==> src/rtl/hnh_pkg.sv <==
package hnh_pkg;
  typedef enum logic {
    ORDER_MSB = 1'b0,
    ORDER_LSB = 1'b1
  } dim_order_e;
endpackage

==> src/rtl/hnh_dim_pick.sv <==
module hnh_dim_pick
  import hnh_pkg::*;
#(
  parameter int K = 4
) (
  input  logic [K-1:0] own_lbl,
  input  logic [K-1:0] dst_lbl,
  input  dim_order_e   order,
  output logic [K-1:0] dim_oh,
  output logic         is_local
);
  logic [K-1:0] diff, rev, lo_oh, rev_oh, hi_oh;

  assign diff = own_lbl ^ dst_lbl;

  // isolate lowest set bit with two's complement
  assign lo_oh = diff & (~diff + {{(K-1){1'b0}}, 1'b1});

  // highest set bit: reverse, isolate lowest, reverse back
  for (genvar i = 0; i < K; i++) begin : g_rev
    assign rev[i]   = diff[K-1-i];
    assign hi_oh[i] = rev_oh[K-1-i];
  end
  assign rev_oh = rev & (~rev + {{(K-1){1'b0}}, 1'b1});

  assign dim_oh   = (order == ORDER_LSB) ? lo_oh : hi_oh;
  assign is_local = (diff == '0);
endmodule

==> src/rtl/hnh_slot.sv <==
module hnh_slot #(
  parameter int PAY_W = 16
) (
  input  logic             clk,
  input  logic             rst_n,
  input  logic             load,
  input  logic [PAY_W-1:0] ld_data,
  input  logic             drain_rdy,
  output logic             vld,
  output logic [PAY_W-1:0] data,
  output logic             can_load
);
  assign can_load = !vld || drain_rdy;

  always_ff @(posedge clk) begin
    if (!rst_n) begin
      vld  <= 1'b0;
      data <= '0;
    end else begin
      if (load) begin
        vld  <= 1'b1;
        data <= ld_data;
      end else if (drain_rdy) begin
        vld <= 1'b0;
      end
    end
  end
endmodule

==> src/rtl/hcube_next_hop.sv <==
module hcube_next_hop
  import hnh_pkg::*;
#(
  parameter int K     = 4,
  parameter int PAY_W = 16
) (
  input  logic                 clk,
  input  logic                 rst_n,
  input  logic [K-1:0]         node_id,
  input  logic                 order_lsb,
  input  logic                 pkt_valid,
  output logic                 pkt_ready,
  input  logic [K-1:0]         pkt_dest,
  input  logic [PAY_W-1:0]     pkt_data,
  output logic [K-1:0]         lnk_valid,
  input  logic [K-1:0]         lnk_ready,
  output logic [K*PAY_W-1:0]   lnk_data,
  output logic                 loc_valid,
  input  logic                 loc_ready,
  output logic [PAY_W-1:0]     loc_data
);
  localparam int NSLOT = K + 1;
  localparam int LOC   = K;

  logic [K-1:0]     dim_oh;
  logic             is_local;
  logic [NSLOT-1:0] tgt_oh, slot_free, slot_vld, slot_rdy;
  logic [PAY_W-1:0] slot_dat [NSLOT];
  logic             accept;
  dim_order_e       order;

  assign order = order_lsb ? ORDER_LSB : ORDER_MSB;

  hnh_dim_pick #(.K(K)) u_pick (
    .own_lbl  (node_id),
    .dst_lbl  (pkt_dest),
    .order    (order),
    .dim_oh   (dim_oh),
    .is_local (is_local)
  );

  assign tgt_oh    = {is_local, dim_oh};
  assign slot_rdy  = {loc_ready, lnk_ready};
  assign pkt_ready = |(tgt_oh & slot_free);
  assign accept    = pkt_valid && pkt_ready;

  for (genvar j = 0; j < NSLOT; j++) begin : g_slot
    hnh_slot #(.PAY_W(PAY_W)) u_slot (
      .clk       (clk),
      .rst_n     (rst_n),
      .load      (accept && tgt_oh[j]),
      .ld_data   (pkt_data),
      .drain_rdy (slot_rdy[j]),
      .vld       (slot_vld[j]),
      .data      (slot_dat[j]),
      .can_load  (slot_free[j])
    );
  end

  for (genvar j = 0; j < K; j++) begin : g_lnk
    assign lnk_data[j*PAY_W +: PAY_W] = slot_dat[j];
  end

  assign lnk_valid = slot_vld[K-1:0];
  assign loc_valid = slot_vld[LOC];
  assign loc_data  = slot_dat[LOC];
endmodule

==> config.mk <==
export PLATFORM = sky130hd
export DESIGN_NAME = hcube_next_hop
export DESIGN_NICKNAME = d
export VERILOG_FILES = /design/src/rtl/hnh_pkg.sv /design/src/rtl/hnh_dim_pick.sv /design/src/rtl/hnh_slot.sv /design/src/rtl/hcube_next_hop.sv
export SDC_FILE = /design/constraint.sdc
export NUM_CORES = 1
export LEC_CHECK = 0
export BUFFER_PORTS_ARGS = -buffer_cell sky130_fd_sc_hd__buf_2
export CORE_ASPECT_RATIO = 0.75
export CORE_MARGIN = 2
export CORE_UTILIZATION = 53
export DETAILED_ROUTE_END_ITERATION = 6
export PLACE_DENSITY_LB_ADDON = 0.25
export RECOVER_POWER = 50
export SLEW_MARGIN = 10
export SYNTH_ARGS = -nofsm -noshare
export SYNTH_HDL_FRONTEND = slang
export SYNTH_HIERARCHICAL = 1
export SYNTH_SLANG_ARGS = --single-unit
==> constraint.sdc <==
create_clock -name clk -period 5.2 [get_ports clk]
set_input_delay 0.52 -clock clk [delete_from_list [all_inputs] [get_ports clk]]
set_output_delay 0.52 -clock clk [all_outputs]
set_load 0.05 [all_outputs]
# Word-level counts from Yosys, hierarchy flattened
# Cells that the tools add are included.
# op_classes
addsub,2
muxes,12
n_bitwise,6
reduce_logical,23
# op_table
operator,count
2-to-1 mux 1 bit,11
nonzero test 2 bit,5
adder 4 x 1 -> 4 bit (second input constant),2
AND 4 bit,2
inverter 4 bit,2
logical AND 1 bit,6
AND 5 bit,1
logical NOT 1 bit,5
logical OR 1 bit,5
OR reduction 5 bit,1
logical NOT 4 bit,1
2-to-1 mux 4 bit,1
XOR 4 bit,1
# word_totals
register_bits,85
inputBits,33
out_inout_bits,86

# Depth between registers and ports, before layout
# Gate-level depths: netlist of run 1.
# depth
word_depth,10
ltp_mapped,9
depth_no_buf,7

# Modules after synthesis
# Netlist of run 1, hierarchy kept.
# by_module_without_submodules
mod,n_inst,cells_per_inst,area_each_um2
hnh_slot,5,55,653.1
hnh_dim_pick,1,16,132.6
hcube_next_hop,1,13,65.1

# Least setup slack after synthesis of run 1
# OpenSTA, ideal clock, no wires.
# synth_timing
path_kind,input -> output
startpoint,input pkt_dest[1]
endpoint,output pkt_ready
arrival_ns,1.911
setup_slack_ns,2.769
path_stages,5
n_path_buf,0
path_cell_list,xnor2_2 nand3b_1 o31ai_2 a222oi_1 nand2_1
# synth_via
elab_chain_cells,7
elab_cells_between_ends,11
classes_between,add/sub (2); mux (1); bitwise (6); reduce/logical (2)
# synth_lines
item,line,rtl
"start, declared",hcube_next_hop.sv:13,"input logic [K-1:0] pkt_dest,"
XOR 4 bit *,hnh_dim_pick.sv:14,assign diff = own_lbl ^ dst_lbl;
inverter 4 bit (on tied branches),"hnh_dim_pick.sv:24, hnh_dim_pick.sv:17",
adder 4 x 1 -> 4 bit (on tied branches),"hnh_dim_pick.sv:24, hnh_dim_pick.sv:17",
AND 4 bit (on tied branches),"hnh_dim_pick.sv:24, hnh_dim_pick.sv:17",
2-to-1 mux 4 bit *,hnh_dim_pick.sv:26,assign dim_oh = (order == ORDER_LSB) ? lo_oh : hi_oh;
via dim_oh[1],hcube_next_hop.sv:25,logic [K-1:0] dim_oh;
AND 5 bit *,hcube_next_hop.sv:44,assign pkt_ready = |(tgt_oh & slot_free);
OR reduction 5 bit *,hcube_next_hop.sv:44,
"end, declared",hcube_next_hop.sv:12,"output logic pkt_ready,"
# Mark *: on every way through the listed nets, which the timed path passes. The rest lies on a longest branch.

# Worst setup path after layout of run 1
# Ends and elaborated chain as after synthesis.

==> impl_table.tex, run 1 <==
\begin{tabular}{lr}
\hline
Metric & Value \\
\hline
\multicolumn{2}{l}{\textbf{Global routing}} \\
\quad Largest net degree at the start of global routing & 86 \\
\quad Antenna violations before repair & 0 \\
\quad Total global routing track utilization & 21.13\% \\
\quad Global route overflow & 0 \\
\quad Via count of the first global-routing pass & 2,371 \\
\quad Global-route wire length before repair & 11,840 um \\
\multicolumn{2}{l}{\textbf{Clocking}} \\
\quad CTS root buf & sky130\_fd\_sc\_hd\_\_clkbuf\_8 \\
\quad Deepest clock path buffer count & 2 \\
\quad Maximum level of the CTS H-tree & 3 \\
\quad Post-CTS Resized & 0 \\
\quad Latest clock arrival within the worst-skew pair & 0.36 ns \\
\quad TritonCTS buffer count & 9 \\
\quad Clock input transition at the sequential cells of the worst setup and hold paths & 0.08 ns \\
\quad CTS tree & built \\
\quad Post-CTS setup-driven buffer insertion count & 0 \\
\quad Post-CTS Hold Buffers & 0 \\
\quad Number of clock sinks & 85 \\
\multicolumn{2}{l}{\textbf{Worst setup path}} \\
\quad Data arrival, critical path & 2.46 ns \\
\quad Reg-to-reg critical path startpoint & g\_slot[3].u\_slot/vld\$\_SDFFE\_PN0P\_ \\
\quad Critical Path Source Type & input pin \\
\quad Biggest fanout along the worst timing path & 6 \\
\quad Flop2flop setup slack & 2.79 ns \\
\quad Endpoint class of the critical path & primary output \\
\quad Type of the worst setup path & input pin to primary output \\
\quad Cell count of the worst reg-to-reg path & 6 \\
\quad Endpoint of the lowest-slack register-to-register path & g\_slot[4].u\_slot/data[14]\$\_SDFFE\_PN0P\_ \\
\quad Required time at the endpoint of the critical path & 4.68 ns \\
\multicolumn{2}{l}{\textbf{Timing}} \\
\quad RSZ-0062 raised after global routing & false \\
\quad Max frequency & 335.8 MHz \\
\quad Final count of pins violating max slew & 0 \\
\quad Final Setup Violations & 0 \\
\quad Fin crit period & 2.978 ns \\
\quad Minimum setup slack in the final design & 2.222 ns \\
\quad Slew at the pin closest to its max-slew limit & 1.169 ns \\
\quad Worst hold slack & 0.4804 ns \\
\quad Worst slew slack as a fraction of its limit & 22.05\% \\
\quad Final clock period utilization by the worst path & 57.28\% \\
\quad Layout Skew & 0.01393 ns \\
\quad Final total negative setup slack & 0 ns \\
\quad Hold Violations, Final & 0 \\
\multicolumn{2}{l}{\textbf{Floorplanning}} \\
\quad Site Rows & 25 \\
\quad Core region area & 6319 sq um \\
\quad Height of the chip & 74.01 um \\
\quad Die area & 7204 sq um \\
\quad Number of top-level pins & 119 \\
\quad Initial core utilization & 54.81\% \\
\quad Die W & 97.34 um \\
\multicolumn{2}{l}{\textbf{Drt}} \\
\quad Detailed-route via count & 2,481 \\
\quad Drt total wl & 7555 um \\
\quad Detailed-route DRC error count & 0 \\
\quad Antenna-violating nets left & 0 \\
\quad Wirelength per Cell & 14.87 um \\
\quad Per-cell via count in the routed design & 4.884 \\
\quad 1st-pass router iterations & 4 \\
\quad Iter 0 DRT Violations & 93 \\
\multicolumn{2}{l}{\textbf{Power and ir drop}} \\
\quad Power Dens Cells & 332.8 nW/um\^{}2 \\
\quad Leakage power summed over all cells & 1.366 nW \\
\quad Power after layout & 1.372 mW \\
\quad Largest voltage drop on the vdd net & 0.2274 mV \\
\multicolumn{2}{l}{\textbf{Yosys}} \\
\quad Mapped cell area & 3463 sq um \\
\quad \#FFs+latches synth & 85 \\
\quad Leading post-synthesis cells by instance count & sky130\_fd\_sc\_hd\_\_dfxtp\_1 (85), sky130\_fd\_sc\_hd\_\_mux2i\_1 (80), sky130\_fd\_sc\_hd\_\_nor2b\_1 (80) \\
\quad Number of distinct library cells after synthesis & 19 \\
\quad Most used standard cell by instance count after synthesis & sky130\_fd\_sc\_hd\_\_dfxtp\_1 \\
\quad Mean instance size in the synthesized netlist & 11.39 sq um \\
\quad Cells after synthesis & 304 \\
\quad Most used DFF post-synth & sky130\_fd\_sc\_hd\_\_dfxtp\_1 \\
\quad Number of synthesized flops with an enable pin & 0 \\
\quad Most area-hungry cell type in the Yosys netlist & sky130\_fd\_sc\_hd\_\_dfxtp\_1 \\
\quad Net count of the mapped netlist & 337 \\
\quad Top-area cell type share of the netlist area & 49.13\% \\
\quad Dominant cells by area after synthesis & sky130\_fd\_sc\_hd\_\_dfxtp\_1 (49\%), sky130\_fd\_sc\_hd\_\_mux2i\_1 (23\%), sky130\_fd\_sc\_hd\_\_nor2b\_1 (14\%) \\
\quad Share of the yosys chip area belonging to registers & 49.13\% \\
\quad Number of synthesis warnings & 6 \\
\quad Fraction of registers with async set/reset & 0\% \\
\multicolumn{2}{l}{\textbf{Final layout}} \\
\quad Cell Count, Final, Fillers Out & 508 \\
\quad Finished Cell Area & 4124 sq um \\
\quad Count of inserted antenna diode cells & 0 \\
\quad Number of inserted filler cells in the final layout & 586 \\
\quad Share of layout cells above drive strength 1 & 14.75\% \\
\quad Nets@finish & 455 \\
\quad Layout-stage area growth over the synthesis result & 19.08\% \\
\quad Final core utilization & 65.27\% \\
\multicolumn{2}{l}{\textbf{Worst hold path}} \\
\quad Worst Hold Endpoint & g\_slot[0].u\_slot/vld\$\_SDFFE\_PN0P\_ \\
\quad Worst Hold Depth & 3 \\
\quad Source of the worst hold timing path & lnk\_ready[0] \\
\quad Worst min path class & input pin to register \\
\multicolumn{2}{l}{\textbf{Placed design}} \\
\quad Number of cells after detailed placement & 492 \\
\quad Detailed placement HPWL & 5365 um \\
\quad Worst setup timing slack at the placement stage & 2.124 ns \\
\quad Buffers added on ports & 118 \\
\quad Placed cell areas & 4029 sq um \\
\quad Gpl congestion & 0.7249 \\
\multicolumn{2}{l}{\textbf{Status}} \\
\quad Result of the run & finished clean \\
\multicolumn{2}{l}{\textbf{Run}} \\
\quad Maximum capacitance violations & 0 \\
\hline
\end{tabular}
-- flip-flops by register name, summed over array words and instances, names as in the netlist --
signal / flops
g_slot.u_slot/vld: 5
g_slot.u_slot/data: 80
-- layout by cell type, fill, tap and decap left out, drive strengths merged, types with 3 or more instances in the layout --
cell	synthesis	routed
a21boi	5	5
a21oi	7	7
buf	10	37
clkbuf	5	96
clkinv	0	3
dfxtp	85	85
inv	5	6
mux2i	80	80
nand2	8	8
nand2b	6	6
nor2b	80	80
xnor2	4	4
-- logic make-up (layout without fill, tap and decap cells) --
kind of cell              Yosys count  after routing  synth area share, %
and+or+nand+nor                    99             99                17.12
DFF                                85             85                49.13
muxes                              80             80                23.12
buffers and inverters              20            143                5.600
AOI/OAI and AO/OA                  16             16                3.143
xor gates and xnor gates            4              4                1.879
-- worst max-delay path, cell delays in order --
cell                       delay (ns)
sky130_fd_sc_hd__buf_2           0.11
sky130_fd_sc_hd__xnor2_2         0.29
sky130_fd_sc_hd__nand3b_1        0.19
sky130_fd_sc_hd__o31ai_2         0.09
sky130_fd_sc_hd__a222oi_1        0.91
sky130_fd_sc_hd__nand2_1         0.10
sky130_fd_sc_hd__buf_2           0.26
-- power breakdown --
group / internal, mW / leakage, nW / switching (mW)
logic: 0.0727 / 0.582 / 0.171
clock network: 0.204 / 0.0961 / 0.239
registers: 0.674 / 0.688 / 0.0124
total: 0.951 / 1.37 / 0.422
-- metal layers --
metal / up-vias / GRT usage (%) / wire length (um)
li1: 1250 / - / -
met1: 1158 / 28.28 / 3702
met2: 64 / 33.41 / 3339
met3: 9 / 7.425 / 444
met4: 0 / 5.556 / 68
met5: - / 0 / 0
-- area by class of cell --
| type | instances | area, sq um | area share [%] |
|---|---|---|---|
| flip-flops and latches | 85 | 1702 | 41.26 |
| multi-input cells | 199 | 1594 | 38.65 |
| repair buffers | 122 | 514.2 | 12.47 |
| clock buffers | 11 | 151.4 | 3.671 |
| well taps | 81 | 101.3 | 2.458 |
| clock inverters | 5 | 42.54 | 1.032 |
| inverters | 5 | 18.77 | 0.4551 |
-- worst max path at each step --
stage                     slack [ns]                               endpoint   startpoint  cells past startpoint
after floorplan                 2.77                              pkt_ready  pkt_dest[1]                      5
after global placement          2.24  g_slot[3].u_slot/data[8]$_SDFFE_PN0P_  pkt_dest[1]                      8
after detailed placement        2.12  g_slot[3].u_slot/data[2]$_SDFFE_PN0P_  pkt_dest[1]                      8
after CTS                       2.35                              pkt_ready  pkt_dest[1]                      7
after global routing            2.12                              pkt_ready  pkt_dest[1]                      7
final                           2.22                              pkt_ready  pkt_dest[1]                      7
No activity file was read; power rests on OpenSTA's default activity.
==> run 2, diff against run 1 <==
- ABC_AREA: default -> 1
- CORE_UTILIZATION: 53 -> 44
- clock period: 5.2 -> 2.55 ns (I/O delays scaled with it)
==> impl_table.tex, run 2 <==
\begin{tabular}{lr}
\hline
Metric & Value \\
\hline
\multicolumn{2}{l}{\textbf{Global routing}} \\
\quad Largest net degree at the start of global routing & 52 (was 86) \\
\quad Via count of the first global-routing pass & 2,868 (was 2,371) \\
\quad Global route overflow & 0 (unchanged) \\
\quad Antenna violations before repair & 0 (unchanged) \\
\quad Total global routing track utilization & 22.45\% (was 21.13\%) \\
\quad Global-route wire length before repair & 13,960 um (was 11,840 um) \\
\multicolumn{2}{l}{\textbf{Final layout}} \\
\quad Nets@finish & 585 (was 455) \\
\quad Layout-stage area growth over the synthesis result & 23.08\% (was 19.08\%) \\
\quad Commonest cells after routing, fill and taps aside & sky130\_fd\_sc\_hd\_\_nor2\_1 (168), sky130\_fd\_sc\_hd\_\_dfxtp\_1 (85), sky130\_fd\_sc\_hd\_\_clkbuf\_1 (85), sky130\_fd\_sc\_hd\_\_o21ai\_0 (75), sky130\_fd\_sc\_hd\_\_buf\_2 (33) (was sky130\_fd\_sc\_hd\_\_dfxtp\_1 (85), sky130\_fd\_sc\_hd\_\_clkbuf\_1 (85), sky130\_fd\_sc\_hd\_\_mux2i\_1 (80), sky130\_fd\_sc\_hd\_\_nor2b\_1 (80), sky130\_fd\_sc\_hd\_\_buf\_2 (33)) \\
\quad Number of inserted filler cells in the final layout & 727 (was 586) \\
\quad Leading cell type in the layout, fill and taps excluded & sky130\_fd\_sc\_hd\_\_nor2\_1 \\
\quad Share of layout cells above drive strength 1 & 13.85\% (was 14.75\%) \\
\quad Largest register by flop count & g\_slot.u\_slot/data (unchanged) \\
\quad Register Area & 1702 sq um (unchanged) \\
\quad Registers with the most flip-flops & g\_slot.u\_slot/data: 80 flops, g\_slot.u\_slot/vld: 5 flops (unchanged) \\
\quad Final core utilization & 57.03\% (was 65.27\%) \\
\quad Count of inserted antenna diode cells & 0 (unchanged) \\
\quad Multi-input logic area & 1285 sq um (was 1594 sq um) \\
\quad Flip-flop count of the largest register, all copies and words added & 80 (unchanged) \\
\multicolumn{2}{l}{\textbf{Clocking}} \\
\quad CTS root buf & sky130\_fd\_sc\_hd\_\_clkbuf\_8 (unchanged) \\
\quad CTS tree & built (unchanged) \\
\quad Clock input transition at the sequential cells of the worst setup and hold paths & 0.09 ns (was 0.08 ns) \\
\quad Latest clock arrival within the worst-skew pair & 0.35 ns (was 0.36 ns) \\
\quad TritonCTS buffer count & 9 (unchanged) \\
\quad Deepest clock path buffer count & 2 (unchanged) \\
\quad Post-CTS setup-driven buffer insertion count & 0 (unchanged) \\
\quad Post-CTS Resized & 0 (unchanged) \\
\quad Number of clock sinks & 85 (unchanged) \\
\quad Maximum level of the CTS H-tree & 3 (unchanged) \\
\quad Post-CTS Hold Buffers & 0 (unchanged) \\
\multicolumn{2}{l}{\textbf{Floorplanning}} \\
\quad Die area & 8039 sq um (was 7204 sq um) \\
\quad Site Rows & 26 (was 25) \\
\quad Die W & 102.9 um (was 97.34 um) \\
\quad Number of top-level pins & 119 (unchanged) \\
\quad Core region area & 6962 sq um (was 6319 sq um) \\
\quad Height of the chip & 78.15 um (was 74.01 um) \\
\quad Initial core utilization & 46.33\% (was 54.81\%) \\
\multicolumn{2}{l}{\textbf{Worst setup path}} \\
\quad Required time at the endpoint of the critical path & 2.30 ns (was 4.68 ns) \\
\quad Biggest fanout along the worst timing path & 3 (was 6) \\
\quad Endpoint class of the critical path & primary output (unchanged) \\
\quad Reg-to-reg critical path startpoint & g\_slot[1].u\_slot/vld\$\_SDFFE\_PN0P\_ (was g\_slot[3].u\_slot/vld\$\_SDFFE\_PN0P\_) \\
\quad Termination of the worst setup path & pkt\_ready (unchanged) \\
\quad Flop2flop setup slack & 0.88 ns (was 2.79 ns) \\
\quad Data arrival, critical path & 1.48 ns (was 2.46 ns) \\
\quad Startpoint of the most critical setup path & node\_id[3] (was pkt\_dest[1]) \\
\quad Cell count of the worst reg-to-reg path & 9 (was 6) \\
\quad Type of the worst setup path & input pin to primary output (unchanged) \\
\quad Critical Path Source Type & input pin (unchanged) \\
\quad Endpoint of the lowest-slack register-to-register path & g\_slot[4].u\_slot/data[5]\$\_SDFFE\_PN0P\_ (was g\_slot[4].u\_slot/data[14]\$\_SDFFE\_PN0P\_) \\
\multicolumn{2}{l}{\textbf{Placed design}} \\
\quad Gpl congestion & 0.8243 (was 0.7249) \\
\quad Buffers added on ports & 118 (unchanged) \\
\quad Detailed placement HPWL & 6264 um (was 5365 um) \\
\quad Worst setup timing slack at the placement stage & 0.5347 ns (was 2.124 ns) \\
\multicolumn{2}{l}{\textbf{Timing}} \\
\quad Worst slew slack as a fraction of its limit & 51.24\% (was 22.05\%) \\
\quad Hold Violations, Final & 0 (unchanged) \\
\quad Minimum setup slack in the final design & 0.8180 ns (was 2.222 ns) \\
\quad Final clock period utilization by the worst path & 67.92\% \\
\quad Fin crit period & 1.732 ns \\
\quad Final total negative setup slack & 0 ns (unchanged) \\
\quad RSZ-0062 raised after global routing & false (unchanged) \\
\quad Slew at the pin closest to its max-slew limit & 0.7314 ns (was 1.169 ns) \\
\quad Final count of pins violating max slew & 0 (unchanged) \\
\quad Final Setup Violations & 0 (unchanged) \\
\quad Layout Skew & 0.01489 ns (was 0.01393 ns) \\
\quad Max frequency & 577.4 MHz \\
\multicolumn{2}{l}{\textbf{Drt}} \\
\quad Detailed-route DRC error count & 0 (unchanged) \\
\quad Per-cell via count in the routed design & 4.687 (was 4.884) \\
\quad Wirelength per Cell & 13.45 um (was 14.87 um) \\
\quad Antenna-violating nets left & 0 (unchanged) \\
\quad Detailed-route via count & 3,065 (was 2,481) \\
\quad Drt total wl & 8794 um (was 7555 um) \\
\quad Iter 0 DRT Violations & 166 (was 93) \\
\quad 1st-pass router iterations & 5 (was 4) \\
\multicolumn{2}{l}{\textbf{Yosys}} \\
\quad Number of synthesis warnings & 6 (unchanged) \\
\quad Most area-hungry cell type in the Yosys netlist & sky130\_fd\_sc\_hd\_\_dfxtp\_1 (unchanged) \\
\quad Fraction of registers with async set/reset & 0\% (unchanged) \\
\quad Net count of the mapped netlist & 462 (was 337) \\
\quad Leading post-synthesis cells by instance count & sky130\_fd\_sc\_hd\_\_nor2\_1 (168), sky130\_fd\_sc\_hd\_\_dfxtp\_1 (85), sky130\_fd\_sc\_hd\_\_o21ai\_0 (75) (was sky130\_fd\_sc\_hd\_\_dfxtp\_1 (85), sky130\_fd\_sc\_hd\_\_mux2i\_1 (80), sky130\_fd\_sc\_hd\_\_nor2b\_1 (80)) \\
\quad Share of the yosys chip area belonging to registers & 52.75\% (was 49.13\%) \\
\quad Top-area cell type share of the netlist area & 52.75\% (was 49.13\%) \\
\quad Dominant cells by area after synthesis & sky130\_fd\_sc\_hd\_\_dfxtp\_1 (53\%), sky130\_fd\_sc\_hd\_\_nor2\_1 (20\%), sky130\_fd\_sc\_hd\_\_o21ai\_0 (12\%) (was sky130\_fd\_sc\_hd\_\_dfxtp\_1 (49\%), sky130\_fd\_sc\_hd\_\_mux2i\_1 (23\%), sky130\_fd\_sc\_hd\_\_nor2b\_1 (14\%)) \\
\quad Mapped cell area & 3226 sq um (was 3463 sq um) \\
\quad Number of synthesized flops with an enable pin & 0 (unchanged) \\
\quad Most used standard cell by instance count after synthesis & sky130\_fd\_sc\_hd\_\_nor2\_1 (was sky130\_fd\_sc\_hd\_\_dfxtp\_1) \\
\quad Cells after synthesis & 429 (was 304) \\
\quad Mean instance size in the synthesized netlist & 7.519 sq um (was 11.39 sq um) \\
\quad Most used DFF post-synth & sky130\_fd\_sc\_hd\_\_dfxtp\_1 (unchanged) \\
\quad \#FFs+latches synth & 85 (unchanged) \\
\quad Number of distinct library cells after synthesis & 17 (was 19) \\
\multicolumn{2}{l}{\textbf{Power and ir drop}} \\
\quad Leakage power summed over all cells & 1.860 nW (was 1.366 nW) \\
\quad Largest voltage drop on the vdd net & 0.4111 mV (was 0.2274 mV) \\
\quad Power Dens Cells & 735.2 nW/um\^{}2 (was 332.8 nW/um\^{}2) \\
\multicolumn{2}{l}{\textbf{Run}} \\
\quad Maximum capacitance violations & 0 (unchanged) \\
\multicolumn{2}{l}{\textbf{Worst hold path}} \\
\quad Worst min path class & input pin to register (unchanged) \\
\quad Worst Hold Depth & 4 (was 3) \\
\quad Source of the worst hold timing path & lnk\_ready[3] (was lnk\_ready[0]) \\
\multicolumn{2}{l}{\textbf{Status}} \\
\quad Result of the run & finished clean (unchanged) \\
\hline
\end{tabular}
==> run 2: worst min-delay path by stage <==
stage                                                   to  slack (ns)
global placement     g_slot[4].u_slot/data[6]$_SDFFE_PN0P_        0.47
detailed placement  g_slot[1].u_slot/data[12]$_SDFFE_PN0P_        0.48
finish                   g_slot[3].u_slot/vld$_SDFFE_PN0P_        0.18
CTS                      g_slot[3].u_slot/vld$_SDFFE_PN0P_        0.17
floorplan           g_slot[0].u_slot/data[10]$_SDFFE_PN0P_        0.39
global route             g_slot[3].u_slot/vld$_SDFFE_PN0P_        0.17
==> run 2: worst max-delay path: stages <==
cell                      delay [ns]
sky130_fd_sc_hd__buf_2          0.10
sky130_fd_sc_hd__inv_1          0.04
sky130_fd_sc_hd__nand2_1        0.06
sky130_fd_sc_hd__nand2_1        0.09
sky130_fd_sc_hd__nand2_2        0.07
sky130_fd_sc_hd__a21oi_1        0.25
sky130_fd_sc_hd__nand2_1        0.11
sky130_fd_sc_hd__nand2_2        0.12
sky130_fd_sc_hd__or2_1          0.10
sky130_fd_sc_hd__buf_2          0.26
==> run 2: final cells by class <==
cell class / instances / share of cell area [%]
clock buffers: 9 / 3.120
well taps: 98 / 3.089
repair buffers: 127 / 13.90
flip-flops and latches: 85 / 42.86
inverters: 32 / 3.026
clock inverters: 6 / 1.639
multi-input cells: 297 / 32.37
==> run 2: logic make-up after synthesis <==
logic type | synth area share [%]
DFF | 52.75
and+or+nand+nor | 25.06
AOI/OAI and AO/OA | 14.78
buffers and inverters | 7.409
==> run 2: where the power goes <==
part	switching, mW	internal, mW	total [mW]
Sequential	0.0363	1.40	1.44
Combinational	0.452	0.111	0.563
Clock	0.473	0.447	0.920
==> run 2: per-stage QoR <==
step                cell area, sq um  std cells  hold slack [ns]  power [mW]
detailed placement              3887        639           0.4783       2.046
floorplan                       3226        429           0.3899       1.880
global placement                3887        639           0.4709       2.038
CTS                             4076        654           0.1725       2.954
global route                    3970        654           0.1744       3.044
finish                          3970        654           0.1790       2.919
==> run 2: layer usage <==
layer,GRT usage [%],routed length (um)
met5,0,0
met1,30.83,4191
met4,5.395,90
met2,35.62,3972
met3,5.610,540
